===== src/rtl/fpdec_pkg.sv =====
package fpdec_pkg;
  localparam int unsigned INSTR_W = 32;
  localparam int unsigned IDX_W   = 5;
  localparam int unsigned OP_W    = 4;
  localparam int unsigned FLD_W   = IDX_W - 1;

  localparam logic [3:0] CP_SGL = 4'hA;
  localparam logic [3:0] CP_DBL = 4'hB;
  localparam logic [OP_W-1:0] OP_EXT = 4'd15;

  typedef enum logic [1:0] {
    CLS_RT  = 2'd0,
    CLS_DP  = 2'd1,
    CLS_LS  = 2'd2,
    CLS_TWO = 2'd3
  } cls_e;

  typedef struct packed {
    logic [IDX_W-1:0] rd;
    logic [IDX_W-1:0] rn;
    logic [IDX_W-1:0] rm;
    logic             undef;
  } idx_t;

  typedef struct packed {
    cls_e             cls;
    logic             dbl;
    logic [OP_W-1:0]  opcode;
    logic [IDX_W-1:0] ext;
    logic [IDX_W-1:0] rd;
    logic [IDX_W-1:0] rn;
    logic [IDX_W-1:0] rm;
    logic             undef;
  } dec_t;
endpackage


===== src/rtl/fpdec_front.sv =====
module fpdec_front
  import fpdec_pkg::*;
(
  input  logic [INSTR_W-1:0] instr_i,
  output cls_e               cls_o,
  output logic               dbl_o,
  output logic               cp_bad_o,
  output logic               major_bad_o
);
  logic [3:0] cp;
  logic [3:0] major;

  assign cp       = instr_i[11:8];
  assign major    = instr_i[27:24];
  assign dbl_o    = (cp == CP_DBL);
  assign cp_bad_o = (cp != CP_SGL) && (cp != CP_DBL);

  always_comb begin
    cls_o       = CLS_RT;
    major_bad_o = 1'b0;
    unique case (major)
      4'hE:       cls_o = instr_i[4] ? CLS_RT : CLS_DP;
      4'hC, 4'hD: cls_o = (dbl_o && instr_i[22]) ? CLS_TWO : CLS_LS;
      default:    major_bad_o = 1'b1;
    endcase
  end
endmodule


===== src/rtl/fpdec_dp.sv =====
module fpdec_dp
  import fpdec_pkg::*;
(
  input  logic [INSTR_W-1:0] instr_i,
  input  logic               dbl_i,
  output logic [OP_W-1:0]    opcode_o,
  output idx_t               idx_o
);
  logic [IDX_W-1:0] sub;
  logic             is_ext;
  logic             op_ok;
  logic             sub_ok;
  logic             narrow_dst;
  logic             narrow_src;
  logic             widen;
  logic [IDX_W-1:0] f_d_sgl, f_d_dbl, f_n_sgl, f_n_dbl, f_m_sgl, f_m_dbl;

  assign opcode_o = {instr_i[23], instr_i[21], instr_i[20], instr_i[6]};
  assign sub      = {instr_i[19:16], instr_i[7]};
  assign is_ext   = (opcode_o == OP_EXT);
  assign op_ok    = (opcode_o <= 4'd8) || is_ext;

  always_comb begin
    unique case (sub)
      5'd0, 5'd1, 5'd2, 5'd3,
      5'd8, 5'd9, 5'd10, 5'd11,
      5'd15, 5'd16, 5'd17,
      5'd24, 5'd25, 5'd26, 5'd27: sub_ok = 1'b1;
      default:                    sub_ok = 1'b0;
    endcase
  end

  assign narrow_dst = is_ext && ((sub == 5'd15) || (sub > 5'd17));
  assign narrow_src = is_ext && ((sub == 5'd16) || (sub == 5'd17));
  assign widen      = is_ext && (sub == 5'd15);

  assign f_d_sgl = {instr_i[15:12], instr_i[22]};
  assign f_d_dbl = {1'b0, instr_i[15:12]};
  assign f_n_sgl = {instr_i[19:16], instr_i[7]};
  assign f_n_dbl = {1'b0, instr_i[19:16]};
  assign f_m_sgl = {instr_i[3:0], instr_i[5]};
  assign f_m_dbl = {1'b0, instr_i[3:0]};

  always_comb begin
    idx_o       = '0;
    idx_o.undef = !op_ok || (is_ext && !sub_ok);
    if (dbl_i) begin
      if (is_ext) begin
        idx_o.rn = sub;
      end else begin
        idx_o.rn = f_n_dbl;
        if (instr_i[7]) idx_o.undef = 1'b1;
      end
      if (narrow_dst) begin
        idx_o.rd = f_d_sgl;
      end else begin
        idx_o.rd = f_d_dbl;
        if (instr_i[22]) idx_o.undef = 1'b1;
      end
      if (narrow_src) begin
        idx_o.rm = f_m_sgl;
      end else begin
        idx_o.rm = f_m_dbl;
        if (instr_i[5]) idx_o.undef = 1'b1;
      end
    end else begin
      idx_o.rn = f_n_sgl;
      idx_o.rm = f_m_sgl;
      if (widen) begin
        idx_o.rd = f_d_dbl;
        if (instr_i[22]) idx_o.undef = 1'b1;
      end else begin
        idx_o.rd = f_d_sgl;
      end
    end
  end
endmodule


===== src/rtl/fpdec_xfer.sv =====
module fpdec_xfer
  import fpdec_pkg::*;
(
  input  logic [INSTR_W-1:0] instr_i,
  input  logic               dbl_i,
  input  cls_e               cls_i,
  output idx_t               idx_o
);
  localparam logic [6:0] RT_RSVD = 7'h6F;

  always_comb begin
    idx_o = '0;
    unique case (cls_i)
      CLS_RT: begin
        idx_o.rd    = {1'b0, instr_i[15:12]};
        idx_o.undef = |(instr_i[6:0] & RT_RSVD);
        if (dbl_i) begin
          idx_o.rn = {1'b0, instr_i[19:16]};
          if (instr_i[7]) idx_o.undef = 1'b1;
        end else begin
          idx_o.rn = {instr_i[19:16], instr_i[7]};
        end
      end
      CLS_TWO: begin
        idx_o.rn    = {1'b0, instr_i[19:16]};
        idx_o.rd    = {1'b0, instr_i[15:12]};
        idx_o.rm    = {1'b0, instr_i[3:0]};
        idx_o.undef = instr_i[5];
      end
      CLS_LS: begin
        idx_o.rn = {1'b0, instr_i[19:16]};
        idx_o.rd = dbl_i ? {1'b0, instr_i[15:12]} : {instr_i[15:12], instr_i[22]};
      end
      default: idx_o = '0;
    endcase
  end
endmodule


===== src/rtl/fp_cop_decoder.sv =====
module fp_cop_decoder
  import fpdec_pkg::*;
(
  input  logic                 clk_i,
  input  logic                 rst_ni,
  input  logic                 valid_i,
  input  logic [INSTR_W-1:0]   instr_i,
  output logic                 valid_o,
  output logic [1:0]           class_o,
  output logic                 dbl_o,
  output logic [OP_W-1:0]      opcode_o,
  output logic [IDX_W-1:0]     ext_o,
  output logic [IDX_W-1:0]     rd_o,
  output logic [IDX_W-1:0]     rn_o,
  output logic [IDX_W-1:0]     rm_o,
  output logic                 undef_o
);
  cls_e            cls;
  logic            dbl, cp_bad, major_bad;
  logic [OP_W-1:0] dp_op;
  idx_t            dp_idx, xf_idx, sel_idx;
  dec_t            dec_d, dec_q;
  logic            vld_q;

  fpdec_front i_front (
    .instr_i    (instr_i),
    .cls_o      (cls),
    .dbl_o      (dbl),
    .cp_bad_o   (cp_bad),
    .major_bad_o(major_bad)
  );

  fpdec_dp i_dp (
    .instr_i (instr_i),
    .dbl_i   (dbl),
    .opcode_o(dp_op),
    .idx_o   (dp_idx)
  );

  fpdec_xfer i_xfer (
    .instr_i(instr_i),
    .dbl_i  (dbl),
    .cls_i  (cls),
    .idx_o  (xf_idx)
  );

  always_comb begin
    sel_idx = (cls == CLS_DP) ? dp_idx : xf_idx;
    if (major_bad) sel_idx = '0;
    dec_d.cls    = cls;
    dec_d.dbl    = dbl;
    dec_d.opcode = (cls == CLS_DP && !major_bad) ? dp_op : '0;
    dec_d.ext    = {instr_i[19:16], instr_i[7]};
    dec_d.rd     = sel_idx.rd;
    dec_d.rn     = sel_idx.rn;
    dec_d.rm     = sel_idx.rm;
    dec_d.undef  = sel_idx.undef | cp_bad | major_bad;
  end

  always_ff @(posedge clk_i or negedge rst_ni) begin
    if (!rst_ni) begin
      dec_q <= '0;
      vld_q <= 1'b0;
    end else begin
      vld_q <= valid_i;
      if (valid_i) dec_q <= dec_d;
    end
  end

  assign valid_o  = vld_q;
  assign class_o  = dec_q.cls;
  assign dbl_o    = dec_q.dbl;
  assign opcode_o = dec_q.opcode;
  assign ext_o    = dec_q.ext;
  assign rd_o     = dec_q.rd;
  assign rn_o     = dec_q.rn;
  assign rm_o     = dec_q.rm;
  assign undef_o  = dec_q.undef;
endmodule


===== config.mk =====
export PLATFORM = sky130hd
export DESIGN_NAME = fp_cop_decoder
export DESIGN_NICKNAME = d
export VERILOG_FILES = /design/src/rtl/fpdec_pkg.sv /design/src/rtl/fpdec_front.sv /design/src/rtl/fpdec_dp.sv /design/src/rtl/fpdec_xfer.sv /design/src/rtl/fp_cop_decoder.sv
export SDC_FILE = /design/constraint.sdc
export NUM_CORES = 1
export LEC_CHECK = 0
export BUFFER_PORTS_ARGS = -buffer_cell sky130_fd_sc_hd__buf_2
export CORE_MARGIN = 5
export CORE_UTILIZATION = 41
export CTS_CLUSTER_DIAMETER = 60
export CTS_CLUSTER_SIZE = 20
export DETAILED_ROUTE_END_ITERATION = 8
export PLACE_DENSITY = 0.81
export SYNTH_ARGS = -nofsm -noshare
export SYNTH_HDL_FRONTEND = slang
export SYNTH_HIERARCHICAL = 1
export SYNTH_SLANG_ARGS = --single-unit

===== constraint.sdc =====
create_clock -name clk_i -period 0.8 [get_ports clk_i]
set_input_delay 0.12 -clock clk_i [delete_from_list [all_inputs] [get_ports clk_i]]
set_output_delay 0.12 -clock clk_i [all_outputs]
set_load 0.1 [all_outputs]

# Word-level counts from Yosys, hierarchy flattened
# Memory sizes are Yosys's and may differ from the RTL's.
# Index checks and enable logic that the tools add are counted.
# Widths: inputs -> output; s select.
dict set report totals {
  word_cells 71
  romBits 32
  reg_bits 29
  mem_count 1
  inputBits 35
}
# name depth word_bits read_ports rd_clocked_by_memory_dff wr line
set mem_list {}
lappend mem_list {{(no name shown)} 32 1 1 0 0 fpdec_dp.sv:24} ;# unique case (sub)
dict set report op_classes {
  reduce_logical 17
  bitwise_logic 2
  muxes 27
  n_lt_le_gt_ge 2
  n_eq_ne 13
}
# cell n
set op_table {}
lappend op_table {{$mux 16} 3}
lappend op_table {{$mux 5} 6}
lappend op_table {{$pmux 10 s3} 1}
lappend op_table {{$eq 4x4->1 const B} 5}
lappend op_table {{$mux 1} 13}
lappend op_table {{$eq 5x5->1 const B} 2}
lappend op_table {{$mux 4} 2}
lappend op_table {{$ne 4x4->1 const B} 2}
lappend op_table {{$logic_and 1x1->1} 7}
lappend op_table {{$reduce_or 6->1} 1}
lappend op_table {{$eq 5x4->1 const B} 1}
lappend op_table {{$gt 5x5->1 const B} 1}
lappend op_table {{$eq 2x2->1 const B} 2}
lappend op_table {{$le 4x4->1 const B} 1}
lappend op_table {{$logic_or 1x1->1} 4}
lappend op_table {{$pmux 2 s2} 1}
lappend op_table {{$reduce_or 3->1} 1}
lappend op_table {{$eq 2x1->1 const B} 1}
lappend op_table {{$logic_not 1->1} 2}
lappend op_table {{$logic_not 2->1} 1}
lappend op_table {{$or 1x1->1} 2}
lappend op_table {{$pmux 1 s2} 1}
lappend op_table {{$reduce_or 2->1} 1}

# Logic depth before layout (Yosys ltp)
dict set report depth {
  depth_word 15
  depth_mapped 8
  depth_no_buf 8
}

# Cells and area by module
# The synthesis kept the hierarchy.
# module area_each_um2 seq_area_each_um2 n_inst cells_each
set by_module_without_submodules {}
lappend by_module_without_submodules {fp_cop_decoder 1270.0 725.7 1 108}
lappend by_module_without_submodules {fpdec_dp 359.1 0.0 1 43}
lappend by_module_without_submodules {fpdec_xfer 334.1 0.0 1 45}
lappend by_module_without_submodules {fpdec_front 82.6 0.0 1 10}

# Least setup slack after synthesis
# OpenSTA, ideal clock, no wires.
dict set report synth_path {
  path_type {input port to flip-flop}
  from {input instr_i[16]}
  to {register dec_q, in the netlist undef_o}
  path_slack_ns -0.928
  setup_ns 0.141
  t_arrival_ns 1.586
  path_stages 6
  n_path_buf 0
  required_time_ns 0.659
  path_cell_list {or4b_4 o21ai_4 a21oi_2 or4_1 mux2i_1 a31oi_1}
}
# element line
set synth_rtl {}
lappend synth_rtl {{start, declared} fp_cop_decoder.sv:7} ;# input logic [INSTR_W-1:0] instr_i,
lappend synth_rtl {{end signal, assigned} fp_cop_decoder.sv:62} ;# dec_q <= '0;
lappend synth_rtl {{end signal, assigned} fp_cop_decoder.sv:66} ;# if (valid_i) dec_q <= dec_d;
lappend synth_rtl {{end, declared} fp_cop_decoder.sv:22} ;# dec_t dec_d, dec_q;

==> results.cfg <==
[critical_path]
critPathKind = input pin to flip-flop
cp-startpoint = instr_i[17]
cp_data_arrival_time_ns = 1.67
worstPathRequired_ns = 0.97
r2r_start = ext_o[2]
rr_worst_depth = 1
cp_max_fo = 5
r2r_slack_ns = -0.07
reg2reg_to = ext_o[2]
endpoint_kind = flip-flop
cp-start-kind = input pin
endpoint = rm_o[2]

[clocking]
numClockSinks = 29
cts_buffer_depth = 2
path_clk_slew_ns = 0.07
cts_tree = yes
cts_buffers = 5
htreeDepth = 2
clkLatencyLatePin_ns = 0.28
cts_root_buffer = clkbuf_8

[pwr]
clock_power_share_pct = 27.9
comb_power_share_pct = 36.6
peakVddDrop_v = 0.00116
swShare_pct = 35.0
p_leak_nw = 1.54
power.internal_w = 0.00298
p_seq_share_pct = 35.5
power_density_nw_per_um2 = 1270
p_sw_w = 0.00160

[timing]
fin_hold_ws_ns = 0.113
setup-tns-final_ns = -19.74
fin_crit_sh_pct = 188
rsz0062_at_grt = true
worst_clock_skew_ns = 0
finalCriticalPeriod_ns = 1.51
max_clock_freq_mhz = 664
fin_ws_ns = -0.706
setup_viol = 57
slew_viol_final = 0
timing_hold_violations_final = 0

[detailed_routing]
wire_per_inst_um = 17.8
ant_nets = 0
vias = 2055
routed_wl_mm = 6.82
drt-initial-drc-count = 130
drcViolationCount = 0
vias_per_cell = 5.37
drt-pass1-iter-count = 4

[layout]
fillers = 293
instances_no_fill = 383
antennaDiodeCount = 0
layout.cells.most_common_list = buf_4 (42), buf_12 (32), inv_1 (28), buf_2 (25), dfrtp_2 (20)
fin_nets = 354
layout_commonest_cell = buf_4
drive_above_1_share_pct = 63.3
syn2layout_area_growth_pct = 77.0
final_util_pct = 75.7

[floorplan]
rows = 25
coreArea_sq_um = 4790
die_w_um = 80.6
io_pins = 64
die_y_um = 80.6
dieArea_sq_um = 6500
start_util_pct = 42.7

[logic_synthesis]
syn-cell-area_sq_um = 2050
ys_ff_latch = 29
yosys-top-cells-area = dfrtp_1 (35%), mux2_2 (10%), mux2i_1 (9.8%)
synth_fp_nets = 245
netlist.area_leader.share_pct = 35.5
synth_area_per_cell_sq_um = 9.93
yosysWarnings = 6
ys_seq_area_share_pct = 35.5
synth_cell_types = 44
synth_cells = 206
yosysTopAreaCell = dfrtp_1
synthArstFlopShare_pct = 100
synth-edff-count = 0
ys.flop_type = dfrtp_1

[global_route]
antenna_found_initial = 0
grt_start_max_net_pins = 30
overflow = 0
grt_pass1_wl_mm = 10.7
grt.total_usage_pct = 21.7
grt_pass1_vias = 2167

[place]
hpwl_mm = 4.59
place_ws_ns = -1.09
io_buffers = 59
dp_cells = 362
gp_congestion = 0.854

[flow_run]
maxCapViolCount = 0

[status]
violations = negative setup slack
status = complete, but fails checks

[hold_path]
hold_class = input pin to flip-flop
[state kept, by name (all words and copies together) (netlist names)]
| name | cells |
|---|---|
| opcode_o | 4 |
| ext_o | 5 |
| rd_o | 5 |
| rn_o | 5 |
| undef_o | 1 |
| class_o | 2 |
| rm_o | 5 |
| dbl_o | 1 |
| valid_o | 1 |
[metal layers]
metal / global-route usage (%) / share of wire [%] / vias to the layer above / wire length [um]
met2: 38.4 / 52 / 102 / 3520
met1: 24.6 / 39 / 980 / 2630
li1: - / - / 947 / -
met5: 0 / 0 / - / 0
met3: 5.49 / 7.2 / 26 / 491
met4: 8.95 / 2.7 / 0 / 183
[power groups by stage]
stage	Clock [W]	Combinational [W]	Sequential [W]
3_5_place_dp	0	0.00152	0.00166
5_1_grt	0.00138	0.00176	0.00164
3_3_place_gp	0	0.00148	0.00165
4_1_cts	0.00130	0.00159	0.00163
2_1_floorplan	0	0.000390	0.00209
6_report	0.00128	0.00168	0.00163
[synth_stat cells (2+ instances only)]
master / instances
buf_4: 5
buf_2: 3
clkbuf_1: 2
mux2_2: 19
o21ai_0: 3
a21oi_1: 3
nand2b_1: 7
buf_6: 2
nor2_1: 5
inv_1: 30
nand2_1: 9
dfrtp_1: 29
o22ai_1: 26
nand4b_1: 2
nor4_1: 2
and2_1: 5
nor2b_1: 3
a211oi_1: 2
and3_1: 2
mux2i_1: 20
ha_1: 4
[worst min path at each step]
stage,start,end,cells after the start
2_1_floorplan,rst_ni,opcode_o[0],0
3_3_place_gp,rst_ni,ext_o[0],2
3_5_place_dp,rst_ni,ext_o[1],2
4_1_cts,instr_i[7],ext_o[0],2
5_1_grt,instr_i[16],ext_o[1],2
6_report,instr_i[16],ext_o[1],2
[layout make-up]
type	instances	area, sq um	area share [%]
clock buffers	8	90.1	2.49
inverters	30	113	3.11
multi-input cells	134	1290	35.5
flip-flops and latches	29	781	21.6
well taps	67	83.8	2.32
repair buffers	115	1270	35.0
[cell families after synthesis]
logic type / share of synthesized area, %
AO/OA/AOI/OAI: 16.9
buffers and inverters: 10.5
AND/OR/NAND/NOR: 14.2
multiplexers: 20.2
flip-flops: 35.5
adder cells (fa/ha/maj): 2.45
other: 0.183
[timing repair]
item,CTS,global route
buffers inserted,5,7
pin swaps,12,8
endpoints found under the hold margin,29,0
gates resized for setup,30,14
hold buffers,1,0
setup endpoints to repair,57,57
[per-stage QoR]
| stage | total power (W) | area [sq um] |
|---|---|---|
| finish | 0.00458 | 3620 |
| global route | 0.00477 | 3620 |
| CTS | 0.00452 | 3500 |
| detailed placement | 0.00317 | 3220 |
| global placement | 0.00313 | 3220 |
| floorplan | 0.00248 | 2140 |
[critical path: stages]
cell	delay (ns)
buf_8	0.10
or4b_4	0.56
o21ai_4	0.20
buf_12	0.14
mux2_4	0.30
mux2i_1	0.16
o22ai_1	0.08
Power figures use the tool's default switching activity.
